$ cat src/rtl/scc_pkg.sv
package scc_pkg;
    localparam int FRAME_W = 21;
    localparam int DATA_W  = FRAME_W - 1;
    localparam int R_W     = 6;
    localparam int M_W     = 9;
    localparam int A_W     = 4;
    localparam int K_W     = 18;
    localparam int FLAG_W  = 6;
    localparam int PAR_W   = R_W + M_W + 1 + A_W + K_W;

    typedef struct packed {
        logic [R_W-1:0] r;
        logic [M_W-1:0] m;
        logic           pre;
        logic [A_W-1:0] a;
    } cnt_fields_t;

    typedef struct packed {
        logic [FRAME_W-1:0] msh;
        logic [FLAG_W-1:0]  esh;
        cnt_fields_t        prim;
        logic [K_W-1:0]     k;
        logic [FLAG_W-1:0]  shadow;
    } core_state_t;

    // Bit 19 is the first data bit in.
    function automatic cnt_fields_t unpack_prim(input logic [DATA_W-1:0] w);
        cnt_fields_t f;
        f.r   = {w[19:18], w[7:4]};
        f.m   = {w[17:16], w[14:8]};
        f.pre = w[15];
        f.a   = w[3:0];
        return f;
    endfunction
endpackage

$ cat src/rtl/scc_sync.sv
module scc_sync #(
    parameter int W      = 1,
    parameter int STAGES = 2
) (
    input  logic         clk,
    input  logic         rst_n,
    input  logic [W-1:0] d,
    output logic [W-1:0] q
);
    logic [W-1:0] st_q [STAGES];
    logic [W-1:0] st_d [STAGES];

    always_comb begin
        st_d[0] = d;
        for (int i = 1; i < STAGES; i++) begin
            st_d[i] = st_q[i-1];
        end
    end

    always_ff @(posedge clk or negedge rst_n) begin
        if (!rst_n) begin
            for (int i = 0; i < STAGES; i++) begin
                st_q[i] <= '0;
            end
        end else begin
            for (int i = 0; i < STAGES; i++) begin
                st_q[i] <= st_d[i];
            end
        end
    end

    assign q = st_q[STAGES-1];
endmodule

$ cat src/rtl/scc_edge.sv
module scc_edge #(
    parameter int           W         = 1,
    parameter logic [W-1:0] RISE_MASK = '1
) (
    input  logic         clk,
    input  logic         rst_n,
    input  logic [W-1:0] lvl,
    output logic [W-1:0] hit
);
    logic [W-1:0] prev_d, prev_q;

    always_comb prev_d = lvl;

    always_ff @(posedge clk or negedge rst_n) begin
        if (!rst_n) prev_q <= '0;
        else        prev_q <= prev_d;
    end

    for (genvar i = 0; i < W; i++) begin : g_bit
        if (RISE_MASK[i]) begin : g_rise
            assign hit[i] = lvl[i] & ~prev_q[i];
        end else begin : g_fall
            assign hit[i] = ~lvl[i] & prev_q[i];
        end
    end
endmodule

$ cat src/rtl/scc_frame_core.sv
module scc_frame_core
    import scc_pkg::*;
(
    input  logic              clk,
    input  logic              rst_n,
    input  logic              sdata_s,
    input  logic              ewr_s,
    input  logic              swr_s,
    input  logic              enh_n_s,
    input  logic              direct_s,
    input  logic              sclk_rise,
    input  logic              swr_rise,
    input  logic              ewr_fall,
    input  cnt_fields_t       par_f,
    input  logic [K_W-1:0]    par_k,
    output cnt_fields_t       out_f,
    output logic [K_W-1:0]    out_k,
    output logic [FLAG_W-1:0] flags
);
    core_state_t state_d, state_q;

    always_comb begin
        state_d = state_q;
        if (sclk_rise) begin
            if (!ewr_s) begin
                state_d.msh = {state_q.msh[FRAME_W-2:0], sdata_s};
            end else if (!swr_s) begin
                state_d.esh = {state_q.esh[FLAG_W-2:0], sdata_s};
            end
        end
        if (swr_rise && !ewr_s && !direct_s) begin
            if (state_q.msh[0]) begin
                state_d.k = state_q.msh[FRAME_W-1 -: K_W];
            end else begin
                state_d.prim = unpack_prim(state_q.msh[FRAME_W-1:1]);
            end
        end
        if (ewr_fall) begin
            state_d.shadow = state_q.esh;
        end
    end

    always_ff @(posedge clk or negedge rst_n) begin
        if (!rst_n) state_q <= '0;
        else        state_q <= state_d;
    end

    always_comb begin
        out_f = direct_s ? par_f : state_q.prim;
        out_k = direct_s ? par_k : state_q.k;
        flags = state_q.shadow & {FLAG_W{~enh_n_s}};
    end
endmodule

$ cat src/rtl/synth_serial_ctrl.sv
module synth_serial_ctrl
    import scc_pkg::*;
#(
    parameter int SYNC_STAGES = 2
) (
    input  logic           clk,
    input  logic           rst_n,
    input  logic           sdata,
    input  logic           sclk,
    input  logic           swr,
    input  logic           ewr,
    input  logic           enh_n,
    input  logic           direct,
    input  logic [R_W-1:0] par_r,
    input  logic [M_W-1:0] par_m,
    input  logic           par_pre,
    input  logic [A_W-1:0] par_a,
    input  logic [K_W-1:0] par_k,
    output logic [R_W-1:0] out_r,
    output logic [M_W-1:0] out_m,
    output logic           out_pre,
    output logic [A_W-1:0] out_a,
    output logic [K_W-1:0] out_k,
    output logic           phase_sel,
    output logic           pwr_down,
    output logic           cnt_load,
    output logic           msel_sel,
    output logic           cmp_sel,
    output logic           lock_det_off
);
    localparam int CTL_W = 6;

    logic [CTL_W-1:0] ctl_s;
    logic [PAR_W-1:0] par_s;
    logic [2:0]       edges;
    cnt_fields_t      par_f, out_f;
    logic [K_W-1:0]   par_k_s;
    logic [FLAG_W-1:0] flags;

    scc_sync #(.W(CTL_W), .STAGES(SYNC_STAGES)) u_ctl_sync (
        .clk(clk), .rst_n(rst_n),
        .d({sdata, sclk, swr, ewr, enh_n, direct}),
        .q(ctl_s)
    );

    scc_sync #(.W(PAR_W), .STAGES(SYNC_STAGES)) u_par_sync (
        .clk(clk), .rst_n(rst_n),
        .d({par_r, par_m, par_pre, par_a, par_k}),
        .q(par_s)
    );

    // bit 2: sclk rise, bit 1: swr rise, bit 0: ewr fall
    scc_edge #(.W(3), .RISE_MASK(3'b110)) u_edge (
        .clk(clk), .rst_n(rst_n),
        .lvl(ctl_s[4:2]),
        .hit(edges)
    );

    assign par_f   = par_s[PAR_W-1:K_W];
    assign par_k_s = par_s[K_W-1:0];

    scc_frame_core u_core (
        .clk(clk), .rst_n(rst_n),
        .sdata_s(ctl_s[5]),
        .ewr_s(ctl_s[2]),
        .swr_s(ctl_s[3]),
        .enh_n_s(ctl_s[1]),
        .direct_s(ctl_s[0]),
        .sclk_rise(edges[2]),
        .swr_rise(edges[1]),
        .ewr_fall(edges[0]),
        .par_f(par_f),
        .par_k(par_k_s),
        .out_f(out_f),
        .out_k(out_k),
        .flags(flags)
    );

    assign out_r   = out_f.r;
    assign out_m   = out_f.m;
    assign out_pre = out_f.pre;
    assign out_a   = out_f.a;
    assign {phase_sel, pwr_down, cnt_load, msel_sel, cmp_sel, lock_det_off} = flags;
endmodule

$ cat config.mk
export PLATFORM = sky130hd
export DESIGN_NAME = synth_serial_ctrl
export DESIGN_NICKNAME = d
export VERILOG_FILES = /design/src/rtl/scc_pkg.sv /design/src/rtl/scc_sync.sv /design/src/rtl/scc_edge.sv /design/src/rtl/scc_frame_core.sv /design/src/rtl/synth_serial_ctrl.sv
export SDC_FILE = /design/constraint.sdc
export NUM_CORES = 1
export LEC_CHECK = 0
export ABC_CLOCK_PERIOD_IN_PS = 2700
export BUFFER_PORTS_ARGS = -buffer_cell sky130_fd_sc_hd__buf_2
export CORE_MARGIN = 2
export CORE_UTILIZATION = 33
export DETAILED_ROUTE_END_ITERATION = 16
export SLEW_MARGIN = 25
export SYNTH_ARGS = -nofsm -noshare
export SYNTH_HDL_FRONTEND = slang
export SYNTH_SLANG_ARGS = --single-unit
$ cat constraint.sdc
create_clock -name clk -period 2.7 [get_ports clk]
set_clock_uncertainty 0.2 [all_clocks]
set_input_delay 0.675 -clock clk [delete_from_list [all_inputs] [get_ports clk]]
set_output_delay 0.675 -clock clk [all_outputs]
set_load 0.005 [all_outputs]
Yosys cells after proc, flatten, opt, wreduce, memory -nomap -nowiden
Cells that the tools add are included.
{"block": "classes", "muxes": 2, "reduce_logical": 8, "bitwise_logic": 10}
{"op": "$mux W20", "n": 1}
{"op": "$mux W18", "n": 1}
{"op": "$and A6 B6 Y6", "n": 1}
{"op": "$not A1 Y1", "n": 6}
{"op": "$reduce_and A2 Y1", "n": 3}
{"op": "$and A1 B1 Y1", "n": 3}
{"op": "$reduce_and A3 Y1", "n": 1}
{"op": "$logic_and A1 B1 Y1", "n": 2}
{"op": "$logic_not A1 Y1", "n": 2}
{"block": "totals", "elab_cells": 33, "regBits": 162}

Longest topological paths before layout
Gate-level depths: netlist of the first run.
{"block": "depth", "depth_word": 5, "depth_mapped": 4, "depth_no_buf": 3}

Modules after synthesis
From an unflattened synthesis of the first run, not the netlist that was laid out.
{"block": "hier_totals", "hier_cells": 295, "hier_area_um2": 5461.5}
{"mod": "scc_frame_core", "cells_each": 201, "n_inst": 1, "seq_area_each_um2": 1776.7, "area_per_inst_um2": 3143.0}
{"mod": "scc_sync at u_par_sync", "cells_each": 76, "n_inst": 1, "seq_area_each_um2": 1901.8, "area_per_inst_um2": 1901.8}
{"mod": "scc_sync at u_ctl_sync", "cells_each": 12, "n_inst": 1, "seq_area_each_um2": 300.3, "area_per_inst_um2": 300.3}
{"mod": "scc_edge", "cells_each": 6, "n_inst": 1, "seq_area_each_um2": 75.1, "area_per_inst_um2": 116.4}

Worst setup path after synthesis of the first run
OpenSTA, ideal clock, no wires.
{"block": "synth_path", "kind": "register -> output", "startpoint": "reg u_ctl_sync.st_q (netlist bit u_ctl_sync.q[0])", "endpoint": "out out_a[0]", "path_buffers": 2, "t_arrival_ps": 1174, "path_stages_with_launch": 4, "slack_ps": 651, "t_required_ps": 1825, "cell_sequence": "dfrtp_1 -> buf_2 -> buf_2 -> mux2_2"}
{"block": "synth_via", "elab_chain_cells": 1}
{"item": "start, declared", "line": "scc_sync.sv:10", "rtl": "logic [W-1:0] st_q [STAGES];"}
{"item": "start signal, assigned by index", "line": "scc_sync.sv:27", "rtl": "st_q[i] <= st_d[i];"}
{"item": "$mux W20", "line": "scc_frame_core.sv:49", "rtl": "out_f = direct_s ? par_f : state_q.prim;"}
{"item": "end, declared", "line": "synth_serial_ctrl.sv:22", "rtl": "output logic [A_W-1:0] out_a,"}
Every way passes these cells.

Worst setup path in the final report of the first run
{"block": "layout_path", "startpoint": "reg u_ctl_sync.st_q (netlist bit u_ctl_sync.q[0])", "endpoint": "out out_m[0]"}
{"block": "layout_via", "elab_chain_cells": 1}
{"item": "$mux W20", "line": "scc_frame_core.sv:49"}
{"item": "end, declared", "line": "synth_serial_ctrl.sv:20", "rtl": "output logic [M_W-1:0] out_m,"}
Every way passes these cells.

==> impl_metrics.env, run 1 <==
export IMPL_power_total_w=0.00555
export IMPL_synthTopCellsByArea="dfrtp_1 (74%), mux2_2 (20%), mux2_4 (2.7%)"
export IMPL_dpl_hpwl_um=5970
export IMPL_numCtsBuffers=17
export IMPL_slew_limit_headroom_pct=62.4
export IMPL_rows=47
export IMPL_vias=2700
export IMPL_critical_path_class="flop to primary output"
export IMPL_cts_max_level=4
export IMPL_vdd_drop_max_uv=414
export IMPL_cts_sinks=162
export IMPL_crit_path_top_delay_cell="dfrtp_4"
export IMPL_grt_setup_unrepaired="no"
export IMPL_crit_chain="buf_12 -> mux2_2 -> buf_2"
export IMPL_tritoncts="yes"
export IMPL_cpPeakStageDelay_ns=0.57
export IMPL_yosysTopAreaCell="dfrtp_1"
export IMPL_crit_start="u_ctl_sync.q[0]$_DFF_PN0_"
export IMPL_synth_top_area_share_pct=73.8
export IMPL_drt_pass1_iter_count=4
export IMPL_drt_wl_total_um=9350
export IMPL_ys_warn_count=0
export IMPL_start_kind="flop"
export IMPL_hp_class="primary input to asynchronous set/reset pin"
export IMPL_coreArea_um2=16400
export IMPL_post_drt_wl_per_cell_um=14.7
export IMPL_grt_ovfl_total=0
export IMPL_multi_input_area_um2=1370
export IMPL_critPathMaxFanout=24
export IMPL_fmaxAchievable_ghz=0.388
export IMPL_rrSetupSlack_ns=0.57
export IMPL_grt_pass1_wl_um=15700
export IMPL_grt_util_all_layers_pct=11.7
export IMPL_die_w_um=133
export IMPL_ant_nets=0
export IMPL_clk_latency_ns=0.42
export IMPL_report_final_setup_viol=0
export IMPL_status="complete, no violations"
export IMPL_slew_viol_final=0
export IMPL_num_io_pins=90
export IMPL_postSynthCellCount=294
export IMPL_cp_end_kind="primary output"
export IMPL_p_leak_nw=3.39
export IMPL_antennaDiodeCount=0
export IMPL_fillers=1502
export IMPL_gp_congestion=0.650
export IMPL_seq_area_frac_synth_pct=73.8
export IMPL_drtIter0Drc=105
export IMPL_cp_depth=3
export IMPL_dpl_worst_slack_ns=0.398
export IMPL_power_density_nw_per_um2=808
export IMPL_ys_ff_latch=162
export IMPL_grt_busiest_layer="met2"
export IMPL_antenna_found_initial=0
export IMPL_use_met3_pct=4.06
export IMPL_syn_num_nets=340
export IMPL_layout_cells_non_filler=637
export IMPL_crit_arrival_ns=1.70
export IMPL_syn_to_final_growth_pct=25.0
export IMPL_hold_viol_final=0
export IMPL_port_buffers=89
export IMPL_crit_buf_inv=2
export IMPL_rr_endpoint="u_core.state_q[28]$_DFFE_PN0P_"
export IMPL_worstPathRequired_ns=1.82
export IMPL_die_h_um=133
export IMPL_route_detailed_drc=0
export IMPL_synth_distinct_cells=12
export IMPL_cts_root_buf="clkbuf_16"
export IMPL_final_seq_area_um2=4060
export IMPL_fin_crit_sh_pct=95.5
export IMPL_post_synth_instance_area_um2=5500
export IMPL_grt_pass1_vias=2986
export IMPL_die_area_um2=17700
export IMPL_start_util_pct=33.5
export IMPL_setup_ws_ns=0.122
export IMPL_grt_max_degree=60
export IMPL_nets=452
export IMPL_worst_pin_slew_ns=0.563
export IMPL_crit_end="out_m[0]"
export IMPL_layout_min_cycle_time_ns=2.58
export IMPL_avgSynthCellArea_um2=18.7
export IMPL_tns_ns=0
export IMPL_grtUsageMet2_pct=17.6
export IMPL_cp_top_family="flip-flops"
export IMPL_place_inst=601
export IMPL_clkSlewWorstSetupHoldPaths_ns=0.06
export IMPL_maxCapViolCount=0
export IMPL_via_per_inst=4.24
export IMPL_drive_above_1_share_pct=59.0
export IMPL_rr_worst_depth=4
export IMPL_r2r_start="u_ctl_sync.q[0]$_DFF_PN0_"
export IMPL_grt_use_met1_pct=15.3
export IMPL_cts_max_path_buffers=2
==> layout by cell type (no fill, tap or decap) <==
| master | count |
|---|---|
| nor2b_1 | 7 |
| nor4b_4 | 1 |
| clkinv_2 | 5 |
| clkinvlp_4 | 4 |
| nor3b_2 | 1 |
| buf_6 | 1 |
| clkbuf_16 | 17 |
| nand2_4 | 1 |
| clkbuf_8 | 1 |
| dfrtp_4 | 1 |
| clkbuf_1 | 1 |
| dfrtp_1 | 161 |
| mux2_2 | 99 |
| nor4bb_1 | 1 |
| buf_2 | 88 |
| buf_12 | 3 |
| mux2_4 | 10 |
| and2b_1 | 1 |
| bufinv_16 | 2 |
| buf_4 | 12 |
==> repair_timing <==
item | 4_1_cts | 5_1_grt
hold buffers | 0 | 0
setup endpoints to repair | 24 | 2
setup buffers | 0 | 6
gates resized for setup | 1 | 0
==> synth_stat cells (all sizes together) <==
cell type  number
nor2b           7
and2b           1
nor4b           1
nand2           1
buf            10
clkbuf          1
nor4bb          1
nor3b           1
mux2          109
dfrtp         162
==> stage by stage <==
step	instance area, µm²	utilization (%)	hold slack [ns]
floorplan	5500	-	0.131
global placement	6260	38.2	0.132
detailed placement	6260	38.2	0.135
CTS	6820	41.6	0.0362
global route	6870	41.9	0.0660
finish	6870	41.9	0.0325
==> final cells by class <==
cell class | instances | share of cell area, %
Multi-Input combinational cell | 121 | 20.0
Clock inverter | 11 | 1.68
Clock buffer | 19 | 6.45
Sequential cell | 162 | 59.1
Timing Repair Buffer | 104 | 8.76
Tap cell | 220 | 4.01
==> how the worst min path moves through the flow <==
stage | cells after the start | end | from
2_1_floorplan | 0 | u_ctl_sync.q[0]$_DFF_PN0_ | u_ctl_sync.st_d[0]$_DFF_PN0_
3_5_place_dp | 0 | u_ctl_sync.q[4]$_DFF_PN0_ | u_ctl_sync.st_d[4]$_DFF_PN0_
5_1_grt | 1 | u_par_sync.st_d[6]$_DFF_PN0_ | rst_n
6_report | 1 | u_par_sync.st_d[24]$_DFF_PN0_ | rst_n
4_1_cts | 1 | u_core.state_q[27]$_DFFE_PN0P_ | rst_n
3_3_place_gp | 0 | u_par_sync.q[6]$_DFF_PN0_ | u_par_sync.st_d[6]$_DFF_PN0_
==> per-layer routing <==
layer | vias up | share of wire [%]
met5 | - | 0
met4 | 0 | 1.4
met3 | 8 | 4.6
met2 | 65 | 48
met1 | 1391 | 46
li1 | 1236 | -
==> flip-flops by register name (all words and copies together), names as in the netlist <==
| name | cells |
|---|---|
| u_ctl_sync.q | 6 |
| u_par_sync.st_d | 38 |
| u_core.state_q | 71 |
| u_edge.prev_q | 3 |
| u_ctl_sync.st_d | 6 |
| u_par_sync.q | 38 |
==> where the power goes <==
group	switching (W)	total, W	leakage (nW)	internal (W)
combinational	0.000177	0.000466	1.10	0.000289
sequential	0.000144	0.00281	2.02	0.00267
clock	0.000905	0.00227	0.266	0.00136
total	0.00123	0.00555	3.39	0.00432
==> cells by family after synthesis <==
logic type	count (synthesis)	synth area share, %
buf+inv	11	1.32
simple gates	12	1.89
flops	162	73.8
mux	109	23.0
Note: power is estimated with default switching activity, not from simulation.
==> run 2: changes to the inputs <==
Settings changed: ABC_CLOCK_PERIOD_IN_PS 2700 to 2810, CTS_CLUSTER_SIZE from default to 40.
Clock period 2.7 ns to 2.81 ns, I/O delays scaled along.
==> impl_metrics.env, run 2 (synthesis results as in run 1) <==
export IMPL_final_cell_mix="dfrtp_1 (161), mux2_2 (99), buf_2 (88), clkbuf_16 (17), mux2_4 (10)"
export IMPL_finish_utilization_pct=41.8
export IMPL_grt_pass1_vias=2956
export IMPL_fillers=1498
export IMPL_ant_nets=0
export IMPL_drt_wl_total_um=9440
export IMPL_maxCapViolCount=0
export IMPL_clk_latency_ns=0.42
export IMPL_cts_max_path_buffers=2
export IMPL_die_w_um=133
export IMPL_route_detailed_drc=0
export IMPL_num_io_pins=90
export IMPL_vias=2697
export IMPL_ctsHoldBuffers=0
export IMPL_crit_arrival_ns=1.75
export IMPL_cp_end_kind="primary output"
export IMPL_cts_setup_buffers=0
export IMPL_cts_max_level=4
export IMPL_fmaxAchievable_ghz=0.377
export IMPL_dpl_worst_slack_ns=0.483
export IMPL_worst_pin_slew_ns=0.537
export IMPL_syn_to_final_growth_pct=24.7
export IMPL_nets=445
export IMPL_vdd_drop_max_uv=433
export IMPL_die_h_um=133
export IMPL_p_leak_nw=3.37
export IMPL_cpPeakStageDelay_ns=0.60
export IMPL_layout_commonest_cell="dfrtp_1"
export IMPL_cts_resized=0
export IMPL_fin_crit_sh_pct=94.4
export IMPL_critPathMaxFanout=24
export IMPL_clkSlewWorstSetupHoldPaths_ns=0.06
export IMPL_antenna_found_initial=0
export IMPL_status="complete, no violations"
export IMPL_cp_top_family="flip-flops"
export IMPL_crit_chain="buf_12 -> mux2_2 -> buf_2"
export IMPL_layout_min_cycle_time_ns=2.65
export IMPL_p_int_w=0.00430
export IMPL_comb_power_share_pct=8.0
export IMPL_cts_root_buf="clkbuf_16"
export IMPL_port_buffers=89
export IMPL_slew_limit_headroom_pct=64.1
export IMPL_place_inst=600
export IMPL_drive_above_1_share_pct=57.8
export IMPL_antennaDiodeCount=0
export IMPL_die_area_um2=17700
export IMPL_numCtsBuffers=17
export IMPL_critical_path_class="flop to primary output"
export IMPL_dpl_hpwl_um=6130
export IMPL_power_total_w=0.00549
export IMPL_p_seq_share_pct=49.3
export IMPL_drt_pass1_iter_count=3
export IMPL_largest_reg_flops=71
export IMPL_start_util_pct=33.5
export IMPL_swShare_pct=21.7
export IMPL_crit_buf_inv=2
export IMPL_start_kind="flop"
export IMPL_power_density_nw_per_um2=802
export IMPL_via_per_inst=4.27
export IMPL_tns_ns=0
export IMPL_tritoncts="yes"
export IMPL_cts_sinks=162
export IMPL_p_sw_w=0.00119
export IMPL_crit_path_top_delay_cell="dfrtp_4"
export IMPL_grt_ovfl_total=0
export IMPL_grt_setup_unrepaired="no"
export IMPL_slew_viol_final=0
export IMPL_largest_register="u_core.state_q"
export IMPL_worstPathRequired_ns=1.91
export IMPL_hold_viol_final=0
export IMPL_grt_util_all_layers_pct=11.8
export IMPL_post_drt_wl_per_cell_um=14.9
export IMPL_gp_congestion=0.684
export IMPL_layout_cells_non_filler=632
export IMPL_report_final_setup_viol=0
export IMPL_hp_class="primary input to asynchronous set/reset pin"
export IMPL_grt_max_degree=56
export IMPL_drtIter0Drc=103
export IMPL_rows=47
export IMPL_grt_pass1_wl_um=15700
export IMPL_coreArea_um2=16400
export IMPL_setup_ws_ns=0.157
export IMPL_clockPowerShare_pct=42.8
-- run 2: layout make-up --
cell class / count / area (µm²) / share of cell area (%)
Sequential cell: 162 / 4060 / 59.2
Multi-Input combinational cell: 121 / 1370 / 20.1
Timing Repair Buffer: 97 / 537 / 7.83
Clock buffer: 24 / 482 / 7.03
Tap cell: 220 / 275 / 4.02
Clock inverter: 8 / 126 / 1.84
-- run 2: routing by layer --
layer | wire length [µm] | share of wire (%) | vias to the layer above | track usage [%]
li1 | - | - | 1225 | -
met1 | 4340 | 46 | 1397 | 15.1
met2 | 4510 | 48 | 64 | 18.3
met3 | 444 | 4.7 | 11 | 3.95
met4 | 152 | 1.6 | 0 | 5.02
met5 | 0 | 0 | - | 0
-- run 2: stage by stage --
stage	area (µm²)	hold slack, ns
after floorplan	5500	0.131
after global placement	6240	0.132
after detailed placement	6240	0.135
after CTS	6850	0.0564
after global routing	6850	0.0799
final	6850	0.0509
-- run 2: worst reg2reg max path, delay by kind of cell, from the launching register on --
kind,cells,cell delay [ns]
buf+inv,1,0.30
simple gates,2,0.54
flops,1,0.60
mux,1,0.38
-- run 2: worst paths after layout --
path	depth (start not counted)	to	slack [ns]	start
setup / recovery	3	out_k[0]	0.16	u_ctl_sync.q[0]$_DFF_PN0_
hold / removal	1	u_par_sync.q[27]$_DFF_PN0_	0.05	rst_n
setup reg to reg	4	u_core.state_q[25]$_DFFE_PN0P_	0.67	u_ctl_sync.q[0]$_DFF_PN0_
hold reg to reg	0	u_par_sync.q[4]$_DFF_PN0_	0.15	u_par_sync.st_d[4]$_DFF_PN0_
max in group asynchronous	2	u_ctl_sync.q[0]$_DFF_PN0_	1.65	rst_n
min in group clk	0	u_par_sync.q[4]$_DFF_PN0_	0.15	u_par_sync.st_d[4]$_DFF_PN0_
-- run 2: power groups by stage --
stage	clock (W)	sequential, W	combinational [W]
CTS	0.00242	0.00271	0.000453
global route	0.00253	0.00274	0.000494
finish	0.00235	0.00271	0.000439
detailed placement	0	0.00275	0.000452
global placement	0	0.00274	0.000438
floorplan	0	0.00269	0.000269
==> run 3: changes to the inputs <==
Settings changed: ABC_AREA from default to 1.
==> impl_metrics.env, run 3 <==
export IMPL_status="complete, no violations"
export IMPL_port_buffers=89
export IMPL_grt_util_all_layers_pct=13.4
export IMPL_power_density_nw_per_um2=759
export IMPL_cp_top_family="buffers and inverters"
export IMPL_cp_end_kind="primary output"
export IMPL_power_total_w=0.00536
export IMPL_hold_slack_ns=0.0110
export IMPL_gp_congestion=0.779
export IMPL_critPathMaxFanout=24
export IMPL_nets=596
export IMPL_rrSetupSlack_ns=0.59
export IMPL_slew_viol_final=0
export IMPL_drt_pass1_iter_count=5
export IMPL_route_detailed_drc=0
export IMPL_ys_top_cells_by_count="dfrtp_1 (162), nand2_1 (131), nand4_1 (44), nand3_1 (22), mux2_4 (20)"
export IMPL_grt_max_degree=54
export IMPL_crit_chain="buf_4 -> mux2_2 -> buf_2"
export IMPL_synth_ff_type="dfrtp_1"
export IMPL_seq_area_frac_synth_pct=69.8
export IMPL_grt_pass1_wl_um=18800
export IMPL_yosysTopAreaCell="dfrtp_1"
export IMPL_ctsHoldBuffers=0
export IMPL_cts_max_level=4
export IMPL_die_h_um=137
export IMPL_hold_viol_final=0
export IMPL_p_leak_nw=3.65
export IMPL_cts_max_path_buffers=2
export IMPL_antenna_found_initial=0
export IMPL_cts_resized=0
export IMPL_ys_warn_count=0
export IMPL_slew_limit_headroom_pct=56.9
export IMPL_drive_above_1_share_pct=30.7
export IMPL_maxCapViolCount=0
export IMPL_cts_setup_buffers=0
export IMPL_grt_pass1_vias=3738
export IMPL_worstPathRequired_ns=1.91
export IMPL_dpl_hpwl_um=7630
export IMPL_crit_arrival_ns=1.66
export IMPL_worst_pin_slew_ns=0.645
export IMPL_synth_distinct_cells=18
export IMPL_ys_ff_latch=162
export IMPL_grt_ovfl_total=0
export IMPL_cts_sinks=162
export IMPL_placed_area_um2=6450
export IMPL_async_flop_share_pct=100
export IMPL_largest_register="u_core.state_q"
export IMPL_layout_commonest_cell="dfrtp_1"
export IMPL_die_area_um2=18700
export IMPL_tritoncts="yes"
export IMPL_synthTopCellsByArea="dfrtp_1 (70%), nand2_1 (8.5%), mux2_4 (5.2%)"
export IMPL_postSynthCellCount=457
export IMPL_drt_wl_total_um=11300
export IMPL_syn_num_nets=503
export IMPL_crit_buf_inv=2
export IMPL_drtIter0Drc=201
export IMPL_critical_path_class="flop to primary output"
export IMPL_layout_min_cycle_time_ns=2.56
export IMPL_synth_edf_count=0
export IMPL_num_io_pins=90
export IMPL_start_kind="flop"
export IMPL_report_final_setup_viol=0
export IMPL_antennaDiodeCount=0
export IMPL_rows=48
export IMPL_post_drt_wl_per_cell_um=14.4
export IMPL_fin_crit_sh_pct=91.0
export IMPL_r2r_start="u_ctl_sync.q[2]$_DFF_PN0_"
export IMPL_syn_to_final_growth_pct=21.5
export IMPL_via_per_inst=4.52
export IMPL_yosysMostFrequentCell="dfrtp_1"
export IMPL_numCtsBuffers=17
export IMPL_final_cell_area_um2=7060
export IMPL_hp_class="primary input to asynchronous set/reset pin"
export IMPL_rr_endpoint="u_core.state_q[51]$_DFFE_PN0P_"
export IMPL_cts_root_buf="clkbuf_16"
export IMPL_start_util_pct=33.7
export IMPL_rr_worst_depth=3
export IMPL_post_synth_instance_area_um2=5810
export IMPL_synth_top_area_share_pct=69.8
export IMPL_avgSynthCellArea_um2=12.7
export IMPL_clk_latency_ns=0.42
export IMPL_final_cell_mix="dfrtp_1 (161), nand2_1 (131), buf_2 (88), nand4_1 (44), nand3_1 (22)"
export IMPL_fmaxAchievable_ghz=0.391
export IMPL_crit_path_top_delay_cell="mux2_2"
export IMPL_ant_nets=0
export IMPL_grt_setup_unrepaired="no"
export IMPL_vdd_drop_max_uv=494
export IMPL_tns_ns=0
export IMPL_clkSlewWorstSetupHoldPaths_ns=0.06
export IMPL_vias=3554
export IMPL_coreArea_um2=17200
export IMPL_cpPeakStageDelay_ns=0.40
export IMPL_die_w_um=137
export IMPL_largest_reg_flops=71
[run 3: worst max-delay path by stage]
| stage | endpoint | cells after the start | slack [ns] | start |
|---|---|---|---|---|
| 2_1_floorplan | out_a[0] | 3 | 0.89 | u_ctl_sync.q[0]$_DFF_PN0_ |
| 3_3_place_gp | u_core.state_q[51]$_DFFE_PN0P_ | 4 | 0.63 | u_ctl_sync.q[2]$_DFF_PN0_ |
| 3_5_place_dp | u_core.state_q[51]$_DFFE_PN0P_ | 3 | 0.58 | u_ctl_sync.q[2]$_DFF_PN0_ |
| 4_1_cts | out_m[7] | 3 | 0.22 | u_ctl_sync.q[0]$_DFF_PN0_ |
| 5_1_grt | out_m[7] | 3 | 0.16 | u_ctl_sync.q[0]$_DFF_PN0_ |
| 6_report | out_m[7] | 3 | 0.25 | u_ctl_sync.q[0]$_DFF_PN0_ |
[run 3: where the power goes]
part	internal, W	switching, W	total [W]
Combinational	0.000166	0.000225	0.000391
Clock	0.00150	0.000890	0.00239
Sequential	0.00249	0.0000919	0.00258
Total	0.00415	0.00121	0.00536
[run 3: cell type report]
| class | instances | area (µm²) |
|---|---|---|
| Multi-Input combinational cell | 258 | 1520 |
| Clock buffer | 21 | 450 |
| Clock inverter | 9 | 158 |
| Fill cell | 1638 | 10200 |
| Timing Repair Buffer | 101 | 554 |
| Sequential cell | 162 | 4060 |
| Inverter | 10 | 37.5 |
| Tap cell | 225 | 282 |
[run 3: per-layer routing]
metal	global-route usage, %	wire [µm]
met1	17.6	5320
met2	19.9	5250
met3	3.85	521
met4	7.18	195
met5	0	0
[run 3: cells by family after synthesis]
kind of cell | after synthesis | synth area share, %
multiplexers | 38 | 8.66
flip-flops | 162 | 69.8
AND/OR/NAND/NOR | 213 | 16.9
buffers and inverters | 37 | 4.01
AO/OA/AOI/OAI | 7 | 0.603
[run 3: metrics by stage]
stage / instances / setup slack, ns / utilization (%)
2_1_floorplan: 457 / 0.887 / -
3_3_place_gp: 756 / 0.634 / 37.4
3_5_place_dp: 756 / 0.575 / 37.4
4_1_cts: 786 / 0.220 / 40.9
5_1_grt: 786 / 0.165 / 40.9
6_report: 786 / 0.252 / 40.9
[run 3: worst register-to-register path, cell delays in order (launching register included)]
cell and delay (ns):
dfrtp_1 0.52, inv_1 0.53, nand2_1 0.57, o21ai_0 0.30
